## src/rtl/audio_rx_pkg.sv

```systemverilog
// Package: shared format type and code decode for the serial audio receiver.
package audio_rx_pkg;

    // Decoded framing formats.
    typedef enum logic [1:0] {
        FMT_RIGHT = 2'd0,
        FMT_I2S   = 2'd1,
        FMT_LEFT  = 2'd2
    } fmt_e;

    // Maps the 3-bit format code to a framing format; unused codes fall back to right-aligned.
    function automatic fmt_e fmt_decode(input logic [2:0] code);
        case (code)
            3'b001:  return FMT_I2S;
            3'b010:  return FMT_LEFT;
            default: return FMT_RIGHT;
        endcase
    endfunction

    // Word-clock level that marks the left half in a given format.
    function automatic logic left_level(input fmt_e f);
        return (f != FMT_I2S);
    endfunction

endpackage

```

## src/rtl/audio_rx_bitclk.sv

```systemverilog
// Bit-clock tracker: finds bit-clock rising edges in the system-clock domain,
// detects word-clock changes at those edges and counts the bit position within
// the current half-frame. Assumes bclk and wclk are synchronous to clk and that
// bclk stays high and low for at least one clk cycle each.
module audio_rx_bitclk #(
    parameter int CW = 7
) (
    input  logic          clk,
    input  logic          rst_n,
    input  logic          bclk,
    input  logic          wclk,
    output logic          bit_stb,
    output logic          edge_stb,
    output logic          synced,
    output logic          prev_level,
    output logic [CW-1:0] idx,
    output logic [CW-1:0] last_idx
);
    localparam logic [CW-1:0] POS_MAX = '1;

    logic          bclk_q;
    logic          started;
    logic          synced_q;
    logic          wclk_q;
    logic [CW-1:0] pos;

    // Strobes and index of the bit being sampled this cycle.
    always_comb begin
        bit_stb  = bclk & ~bclk_q;
        edge_stb = bit_stb & started & (wclk != wclk_q);
        if (edge_stb)
            idx = '0;
        else if (pos == POS_MAX)
            idx = POS_MAX;
        else
            idx = pos + 1'b1;
    end

    assign synced     = synced_q;
    assign prev_level = wclk_q;
    assign last_idx   = pos;

    // Tracks bit-clock history, word-clock level, half-frame position and sync state.
    always_ff @(posedge clk) begin
        if (!rst_n) begin
            bclk_q   <= 1'b0;
            started  <= 1'b0;
            synced_q <= 1'b0;
            wclk_q   <= 1'b0;
            pos      <= '0;
        end else begin
            bclk_q <= bclk;
            if (bit_stb) begin
                started <= 1'b1;
                wclk_q  <= wclk;
                pos     <= started ? idx : '0;
                if (edge_stb)
                    synced_q <= 1'b1;
            end
        end
    end

    // The half-frame position only moves on a bit-clock rising edge.
    assert_pos_frozen_R1: assert property (@(posedge clk) disable iff (!rst_n)
        !bit_stb |=> $stable(pos));

    // Word-clock level is only re-sampled on a bit-clock rising edge.
    assert_level_frozen_R1: assert property (@(posedge clk) disable iff (!rst_n)
        !bit_stb |=> $stable(prev_level));

endmodule

```

## src/rtl/audio_rx_lane.sv

```systemverilog
// One data-line lane: shifts the bits that belong to the word of the current
// half and presents the finished word at each word-clock change. I2S words may
// take their LSB from the edge bit itself. Holds the left word until the frame's
// right word is complete. Assumes the format stays constant outside reset.
module audio_rx_lane
    import audio_rx_pkg::*;
#(
    parameter int WIDTH = 24,
    parameter int CW    = 7
) (
    input  logic             clk,
    input  logic             rst_n,
    input  logic             bit_stb,
    input  logic             edge_stb,
    input  logic             left_end,
    input  logic             din,
    input  fmt_e             mode,
    input  logic [CW-1:0]    idx,
    input  logic [CW-1:0]    last_idx,
    output logic [WIDTH-1:0] hold_left,
    output logic [WIDTH-1:0] fin_word
);
    localparam logic [CW-1:0] W_C  = CW'(WIDTH);
    localparam logic [CW-1:0] W_M1 = CW'(WIDTH - 1);

    logic [WIDTH-1:0] acc;
    logic             take;
    logic             spill;

    // Decides whether the current bit belongs to a word, and completes the word at an edge.
    always_comb begin
        case (mode)
            FMT_LEFT: take = (idx < W_C);
            FMT_I2S:  take = (idx != '0) && (idx <= W_C);
            default:  take = 1'b1;
        endcase
        spill    = (mode == FMT_I2S) && edge_stb && (last_idx == W_M1);
        fin_word = spill ? {acc[WIDTH-2:0], din} : acc;
    end

    // Shifts accepted bits in MSB first and stores the finished left word.
    always_ff @(posedge clk) begin
        if (!rst_n) begin
            acc       <= '0;
            hold_left <= '0;
        end else begin
            if (bit_stb && take)
                acc <= {acc[WIDTH-2:0], din};
            if (left_end)
                hold_left <= fin_word;
        end
    end

    // The stored left word only changes at a word-clock change.
    assert_left_on_edge_R2: assert property (@(posedge clk) disable iff (!rst_n)
        (bit_stb && !edge_stb) |=> $stable(hold_left));

    // Without a bit-clock edge the shift register stays put.
    assert_acc_idle_R1: assert property (@(posedge clk) disable iff (!rst_n)
        !bit_stb |=> $stable(acc));

endmodule

```

## src/rtl/audio_serial_rx.sv

```systemverilog
// Three-line serial audio receiver top: one shared bit-clock tracker, one lane
// per data line and the frame logic that loads all channel words together once
// a right half has ended after a complete left half.
// Assumes bclk/wclk are synchronous to clk and the format is static outside reset.
module audio_serial_rx
    import audio_rx_pkg::*;
#(
    parameter int NLINES = 3,
    parameter int WIDTH  = 24
) (
    input  logic                               clk,
    input  logic                               rst_n,
    input  logic                               bclk,
    input  logic                               wclk,
    input  logic [NLINES-1:0]                  sdata,
    input  logic [2:0]                         fmt,
    output logic [2*NLINES-1:0][WIDTH-1:0]     ch_word,
    output logic                               smp_valid
);
    localparam int CW = $clog2(2 * WIDTH) + 1;

    fmt_e             mode;
    logic             bit_stb;
    logic             edge_stb;
    logic             synced;
    logic             prev_level;
    logic [CW-1:0]    idx;
    logic [CW-1:0]    last_idx;
    logic             old_left;
    logic             left_end;
    logic             right_end;
    logic             have_left;
    logic [WIDTH-1:0] hold_w [NLINES];
    logic [WIDTH-1:0] fin_w  [NLINES];

    assign mode = fmt_decode(fmt);

    audio_rx_bitclk #(.CW(CW)) u_track (
        .clk        (clk),
        .rst_n      (rst_n),
        .bclk       (bclk),
        .wclk       (wclk),
        .bit_stb    (bit_stb),
        .edge_stb   (edge_stb),
        .synced     (synced),
        .prev_level (prev_level),
        .idx        (idx),
        .last_idx   (last_idx)
    );

    // Classifies the half that just ended as left or right.
    always_comb begin
        old_left  = (prev_level == left_level(mode));
        left_end  = edge_stb & synced & old_left;
        right_end = edge_stb & synced & ~old_left;
    end

    for (genvar g = 0; g < NLINES; g++) begin : g_lane
        audio_rx_lane #(.WIDTH(WIDTH), .CW(CW)) u_lane (
            .clk       (clk),
            .rst_n     (rst_n),
            .bit_stb   (bit_stb),
            .edge_stb  (edge_stb),
            .left_end  (left_end),
            .din       (sdata[g]),
            .mode      (mode),
            .idx       (idx),
            .last_idx  (last_idx),
            .hold_left (hold_w[g]),
            .fin_word  (fin_w[g])
        );
    end

    // Loads all channel words together at the end of a complete frame and pulses valid.
    always_ff @(posedge clk) begin
        if (!rst_n) begin
            have_left <= 1'b0;
            smp_valid <= 1'b0;
            ch_word   <= '0;
        end else begin
            smp_valid <= 1'b0;
            if (left_end)
                have_left <= 1'b1;
            else if (right_end)
                have_left <= 1'b0;
            if (right_end && have_left) begin
                smp_valid <= 1'b1;
                for (int g = 0; g < NLINES; g++) begin
                    ch_word[2*g]   <= hold_w[g];
                    ch_word[2*g+1] <= fin_w[g];
                end
            end
        end
    end

    // Valid lasts exactly one cycle.
    assert_valid_pulse_R11: assert property (@(posedge clk) disable iff (!rst_n)
        smp_valid |=> !smp_valid);

    // Words hold between strobes.
    assert_words_hold_R11: assert property (@(posedge clk) disable iff (!rst_n)
        ($past(rst_n) && !smp_valid) |-> $stable(ch_word));

    // A frame is only reported right after a word-clock change.
    assert_valid_after_edge_R2: assert property (@(posedge clk) disable iff (!rst_n)
        smp_valid |-> $past(edge_stb));

    // A frame needs a completed left half received after synchronisation.
    assert_needs_left_R10: assert property (@(posedge clk) disable iff (!rst_n)
        smp_valid |-> ($past(have_left) && $past(synced)));

endmodule

```

## config.mk

```make
export PLATFORM = sky130hd
export DESIGN_NAME = audio_serial_rx
export DESIGN_NICKNAME = d
export VERILOG_FILES = /design/src/rtl/audio_rx_pkg.sv /design/src/rtl/audio_rx_bitclk.sv /design/src/rtl/audio_rx_lane.sv /design/src/rtl/audio_serial_rx.sv
export SDC_FILE = /design/constraint.sdc
export NUM_CORES = 1
export LEC_CHECK = 0
export BUFFER_PORTS_ARGS = -buffer_cell sky130_fd_sc_hd__buf_2
export CAP_MARGIN = 20
export CORE_MARGIN = 2
export CORE_UTILIZATION = 57
export CTS_BUF_LIST = sky130_fd_sc_hd__clkbuf_4 sky130_fd_sc_hd__clkbuf_8 sky130_fd_sc_hd__clkbuf_16
export CTS_CLUSTER_SIZE = 8
export DETAILED_ROUTE_END_ITERATION = 8
export PLACE_DENSITY_LB_ADDON = 0.12
export SLEW_MARGIN = 20
export SYNTH_ARGS = -nofsm -noshare
export SYNTH_HDL_FRONTEND = slang
export SYNTH_SLANG_ARGS = --single-unit
export TNS_END_PERCENT = 1
```

## constraint.sdc

```tcl
create_clock -name clk -period 3.3 [get_ports clk]
set_input_delay 0.33 -clock clk [delete_from_list [all_inputs] [get_ports clk]]
set_output_delay 0.33 -clock clk [all_outputs]
set_load 0.02 [all_outputs]
```

==> results.py, run 1 <==
metrics = {
    "global_route": {
        "gr-total-overflow": 0,
        "grt_max_degree": 123,
        "grt_pass1_vias": 8290,
        "track_usage_pct": 21.6,
        "grt_pass1_wl_mm": 40.1,
        "antenna_found_initial": 1,
    },
    "clocking": {
        "clock_latency_ns": 0.51,
        "cts.sinks": 301,
        "post_cts_buffers": 0,
        "cts.repair.resized": 0,
        "cts.clk_slew.worst_paths_ns": 0.05,
        "clockRootBuffer": "clkbuf_16",
        "htreeDepth": 2,
        "cts_tree": "built",
        "postCtsHoldBufs": 0,
        "cts_max_path_buffers": 3,
        "numCtsBuffers": 43,
    },
    "routing": {
        "drt_iter0_drc": 436,
        "post_drt_via_cell_ratio": 5.48,
        "drc": 0,
        "ant_nets": 0,
        "post_drt_wl_per_cell_um": 15.0,
        "dr.pass1.iters": 5,
        "wl_mm": 23.9,
        "vias": 8722,
    },
    "logic_synthesis": {
        "syn_avg_cell_area_sq_um": 9.86,
        "synth_seq_cells": 301,
        "syn_inst": 1208,
        "synth_edf_count": 0,
        "syn-num-nets": 1221,
        "synthArstFlopShare_pct": 0,
        "yosys_warnings": 0,
        "netlist-cell-type-count": 41,
        "netlist_area_sq_um": 11900,
        "ys.flop_type": "dfxtp_1",
        "ys_seq_area_share_pct": 50.6,
    },
    "critical_path": {
        "r2r_end": "g_lane[2].u_lane.acc[12]",
        "critPathRequiredTime_ns": 3.72,
        "rr_worst_depth": 7,
        "worst-setup-path-type": "reg2reg",
        "cp-end-kind": "flip-flop",
        "arrival_ns": 3.11,
        "worst-r2r-setup-slack_ns": 0.61,
        "startpoint_type": "flip-flop",
        "rr_startpoint": "u_track.last_idx[0]",
        "cp_max_fo": 72,
    },
    "die": {
        "ios": 155,
        "dieHeight_um": 149,
        "start_util_pct": 58.5,
        "core-area_sq_um": 20400,
        "die_x_um": 149,
        "num_rows": 52,
        "dieArea_sq_um": 22100,
    },
    "min_path": {
        "worst_hold_path_type": "in2reg",
        "min_to": "g_lane[1].u_lane.acc[0]",
        "hp-start": "sdata[1]",
        "hold-path-cell-count": 3,
    },
    "timing": {
        "fin_hold_ws_ns": 0.0732,
        "finClkSkew_ns": 0.0153,
        "worst_pin_slew_ns": 0.592,
        "max_freq_mhz": 371,
        "timing.setup.tns_ns": 0,
        "hold_viol": 0,
        "drv_slew": 0,
        "setup_viol": 0,
        "fin_crit_ns": 2.69,
        "rsz0062_at_grt": "no",
        "fin_crit_sh_pct": 81.7,
        "setup_slack_ns": 0.605,
        "slew_headroom_pct": 60.5,
    },
    "placement": {
        "pre_cts_slack_ns": 0.369,
        "port_buffers": 154,
        "placed_cell_area_sq_um": 12700,
        "dp_hpwl_mm": 14.5,
        "place_congestion": 0.823,
    },
    "power_and_ir_drop": {
        "vdd_ir_drop_max_uv": 360,
        "power_frac_comb_pct": 2.5,
        "p_int_mw": 6.00,
        "swShare_pct": 20.3,
        "p_per_area_nw_per_um2": 547,
        "netSwitchingPower_mw": 1.53,
        "power_frac_clock_pct": 48.9,
        "power.leakage_nw": 7.18,
        "seqPwrFrac_pct": 48.6,
    },
    "run_status": {
        "status": "finished clean",
    },
    "cells_and_area": {
        "syn_to_final_growth_pct": 15.5,
        "fin_nets": 1334,
        "n_fill_cell": 1653,
        "post_route_cells_drive_above_1_share_pct": 16.7,
        "design_area_sq_um": 13800,
    },
    "job": {
        "maxCapViolCount": 0,
    },
}
[cell usage after synthesis, types with 3 or more instances]
master / number / area, sq um
xnor2_1: 3 / 26.3
ha_1: 3 / 37.5
dfxtp_1: 301 / 6030
or4b_1: 3 / 30.0
buf_12: 7 / 140
a21boi_0: 78 / 586
buf_4: 3 / 22.5
a21oi_1: 6 / 30.0
buf_1: 5 / 18.8
nand2_1: 375 / 1410
nand3_1: 9 / 45.0
buf_6: 8 / 90.1
clkbuf_1: 63 / 236
mux2i_1: 144 / 1440
o211a_1: 144 / 1440
inv_1: 4 / 15.0
buf_2: 13 / 65.1
nor2_1: 9 / 33.8
[state kept, by name (all words and copies together) (netlist names)]
name / count
ch_word: 144
g_lane.u_lane.acc: 72
g_lane.u_lane.hold_left: 72
u_track.last_idx: 7
have_left: 1
smp_valid: 1
u_track.bclk_q: 1
u_track.prev_level: 1
u_track.started: 1
u_track.synced: 1
[cells by family after synthesis]
group / share of synthesized area (%)
AND/OR/NAND/NOR: 13.9
flip-flops: 50.6
AO/OA/AOI/OAI: 17.9
multiplexers: 12.1
buffers and inverters: 4.94
XOR/XNOR: 0.294
adder cells (fa/ha/maj): 0.315
[worst max path at each step]
stage | from | end | cells after the start
after global placement | fmt[2] | g_lane[2].u_lane.acc[16] | 10
after floorplan | fmt[2] | g_lane[0].u_lane.acc[10] | 10
after CTS | u_track.last_idx[0] | g_lane[2].u_lane.acc[12] | 7
final | u_track.last_idx[0] | g_lane[2].u_lane.acc[12] | 7
after detailed placement | fmt[2] | g_lane[2].u_lane.acc[13] | 10
after global routing | u_track.last_idx[0] | g_lane[2].u_lane.acc[12] | 7
[per-stage QoR]
step | utilization [%] | total power, mW | std cells
global placement | 62.2 | 3.92 | 1546
floorplan | - | 3.91 | 1208
finish | 67.6 | 7.53 | 1592
detailed placement | 62.2 | 3.92 | 1546
global route | 67.6 | 7.79 | 1591
CTS | 67.6 | 7.62 | 1591
[layer usage]
metal / part of all wire, % / global-route usage [%] / vias up
li1: - / - / 4379
met1: 48 / 29.6 / 4146
met2: 45 / 34.2 / 158
met3: 5.1 / 4.88 / 39
met4: 1.8 / 6.71 / 0
met5: 0 / 0 / -
[power by group through the flow]
stage / combinational, mW / clock (mW) / sequential [mW]
2_1_floorplan: 0.182 / 0 / 3.73
3_3_place_gp: 0.190 / 0 / 3.73
3_5_place_dp: 0.190 / 0 / 3.73
4_1_cts: 0.190 / 3.77 / 3.66
5_1_grt: 0.204 / 3.93 / 3.65
6_report: 0.189 / 3.68 / 3.66
[cell type report]
cell class	count	area, sq um	share of cell area (%)
flip-flops and latches	301	6030	43.8
repair buffers	167	977	7.10
multi-input cells	804	5320	38.6
diodes	1	2.50	0.0182
clock buffers	43	1080	7.82
well taps	270	338	2.45
inverters	4	15.0	0.109
clock inverters	2	13.8	0.100
[critical path, stage by stage, from the launching register on]
cell,delay [ns]
dfxtp_1,0.44
ha_1,0.35
and4_1,0.25
a21oi_1,0.10
or4b_1,0.52
nand4_1,0.17
buf_12,0.43
mux2i_1,0.29
[cells in the final DEF (no fill, tap or decap), drive strengths merged, types with 2 or more instances in the layout]
cell / n
a21boi: 78
a21oi: 6
and2: 2
and4: 3
buf: 166
clkbuf: 44
dfxtp: 301
ha: 3
inv: 5
mux2i: 144
nand2: 375
nand2b: 2
nand3: 9
nand4: 2
nor2: 9
nor2b: 2
o211a: 144
o21ai: 2
or2: 2
or4b: 3
xnor2: 3
(Power assumes the default switching activity.)
==> inputs of run 2 (changes only) <==
CORE_UTILIZATION = 52   (was 57)
clock period = 2.2 ns   (was 3.3 ns; I/O delays follow)
==> results.py, run 2 (synthesis results as in run 1) <==
metrics = {
    "cells_and_area": {
        "n_fill_cell": 1895,
        "syn_to_final_growth_pct": 24.6,
        "final_util_pct": 65.8,
        "reg_top3": "ch_word x144, g_lane.u_lane.acc x72, g_lane.u_lane.hold_left x72",
        "largest_reg_flops": 144,
        "n_antenna_cell": 0,
        "top_register": "ch_word",
        "post_route_cells_drive_above_1_share_pct": 22.6,
        "layout_commonest_cell": "nand2_1",
        "final_cell_count_no_fill": 1673,
        "final_cell_mix": "nand2_1, dfxtp_1, buf_2, o211a_1, mux2i_1",
        "fin_nets": 1399,
        "design_area_sq_um": 14800,
    },
    "power_and_ir_drop": {
        "vdd_ir_drop_max_uv": 482,
        "power.leakage_nw": 7.69,
        "p_per_area_nw_per_um2": 783,
    },
    "critical_path": {
        "cp_max_fo": 6,
        "worst-setup-path-type": "reg2reg",
        "path_delay_family": "simple AND/OR/NAND/NOR gates",
        "path_cells": "ha_4 -> xnor2_2 -> o2111ai_1 -> or4b_1 -> nand4_1 -> buf_6 -> clkbuf_16 -> buf_6 -> mux2i_1",
        "rr_startpoint": "u_track.last_idx[1]",
        "cp_num_buf_inv": 3,
        "arrival_ns": 2.67,
        "cp_slowest_cell": "or4b_1",
        "cp-end-kind": "flip-flop",
        "critPathRequiredTime_ns": 2.63,
        "crit_path_start": "u_track.last_idx[1]",
        "crit_top_cell": "buf_6",
        "startpoint_type": "flip-flop",
        "cp_slowest_stage_delay_ns": 0.53,
    },
    "job": {
        "maxCapViolCount": 0,
    },
    "die": {
        "die_x_um": 155,
        "dieArea_sq_um": 24100,
        "ios": 155,
        "core-area_sq_um": 22600,
        "num_rows": 55,
        "start_util_pct": 52.8,
        "dieHeight_um": 155,
    },
    "timing": {
        "setup_slack_ns": -0.0395,
        "rsz0062_at_grt": "yes",
        "slew_headroom_pct": 67.7,
        "drv_slew": 0,
        "timing.setup.tns_ns": -0.248,
        "finClkSkew_ns": 0.0142,
        "worst_pin_slew_ns": 0.482,
        "fin_crit_sh_pct": 102,
        "setup_viol": 18,
        "max_freq_mhz": 447,
        "fin_crit_ns": 2.24,
        "hold_viol": 0,
        "fin_hold_ws_ns": 0.182,
    },
    "routing": {
        "drt_iter0_drc": 432,
        "ant_nets": 0,
        "wl_mm": 25.9,
        "post_drt_via_cell_ratio": 5.36,
        "drc": 0,
        "dr.pass1.iters": 6,
        "vias": 8966,
        "post_drt_wl_per_cell_um": 15.5,
    },
    "placement": {
        "place_congestion": 0.844,
        "dp_cells": 1606,
        "port_buffers": 154,
        "dp_hpwl_mm": 16.2,
        "placed_cell_area_sq_um": 13200,
    },
    "clocking": {
        "clock_latency_ns": 0.52,
        "cts.sinks": 301,
        "cts_tree": "built",
        "cts.clk_slew.worst_paths_ns": 0.05,
        "clockRootBuffer": "clkbuf_16",
        "cts_max_path_buffers": 3,
        "htreeDepth": 2,
        "numCtsBuffers": 43,
    },
    "global_route": {
        "grt_pass1_vias": 8529,
        "track_usage_pct": 20.5,
        "grt_pass1_wl_mm": 41.5,
        "antenna_found_initial": 0,
        "gr-total-overflow": 0,
        "grt_max_degree": 76,
    },
    "run_status": {
        "violations": "setup timing",
        "status": "finished, violations left",
    },
    "min_path": {
        "hp-start": "rst_n",
        "worst_hold_path_type": "in2reg",
    },
}
## run 2: changes by cell type in the layout (fill, tap and decap cells not counted), moves of 4 or more
cell / delta
buf_6: +4
clkbuf_16: +10
mux2i_2: +18
buf_4: +31
dlygate4sd3_1: +5
buf_12: +10
mux2i_1: -19
## run 2: final cells by class
cell class                      count  area (sq um)  share of cell area [%]
Timing Repair Buffer              232          1860                    12.5
Sequential cell                   301          6030                    40.6
Clock inverter                      3          30.0                   0.202
Tap cell                          285           357                    2.40
Multi-Input combinational cell    804          5460                    36.8
Clock buffer                       44          1100                    7.41
Inverter                            4          15.0                   0.101
## run 2: routing by layer
| layer | global-route usage (%) | wire (um) |
|---|---|---|
| met5 | 0 | 0 |
| met1 | 28.5 | 12400 |
| met3 | 3.79 | 1260 |
| met4 | 6.03 | 454 |
| met2 | 32.6 | 11800 |
## run 2: final timing paths
| check | end | slack [ns] | cells after the start |
|---|---|---|---|
| worst max-delay path | g_lane[2].u_lane.acc[21] | -0.04 | 9 |
| worst min-delay path | g_lane[1].u_lane.hold_left[21] | 0.18 | 2 |
| worst min register to register | ch_word[113] | 0.46 | 2 |
| worst max register to register | g_lane[2].u_lane.acc[21] | -0.04 | 9 |
## run 2: power breakdown
part           internal (mW)  switching, mW  total, mW
Combinational          0.243          0.225      0.467
Clock                   3.50           2.17       5.67
Sequential              5.48         0.0102       5.49
## run 2: worst register-to-register path: stages (launching register included)
cell	delay, ns
dfxtp_2	0.33
ha_4	0.19
xnor2_2	0.18
o2111ai_1	0.14
or4b_1	0.53
nand4_1	0.10
buf_6	0.17
clkbuf_16	0.18
buf_6	0.13
mux2i_1	0.21
## run 2: what timing repair did
action / CTS / global route
endpoints found under the setup margin: 202 / 104
hold buffers: 5 / 0
gates resized for setup: 7 / 35
buffers inserted: 0 / 3
pin swaps: 1 / 9
cloned: 0 / 12
hold endpoints to repair: 5 / 0
## run 2: stage by stage
| stage | total power [mW] | setup WS (ns) |
|---|---|---|
| 2_1_floorplan | 5.87 | 0.00386 |
| 5_1_grt | 12.0 | -0.118 |
| 6_report | 11.6 | -0.0395 |
| 4_1_cts | 11.6 | -0.00708 |
| 3_5_place_dp | 5.93 | -0.313 |
| 3_3_place_gp | 5.93 | -0.290 |
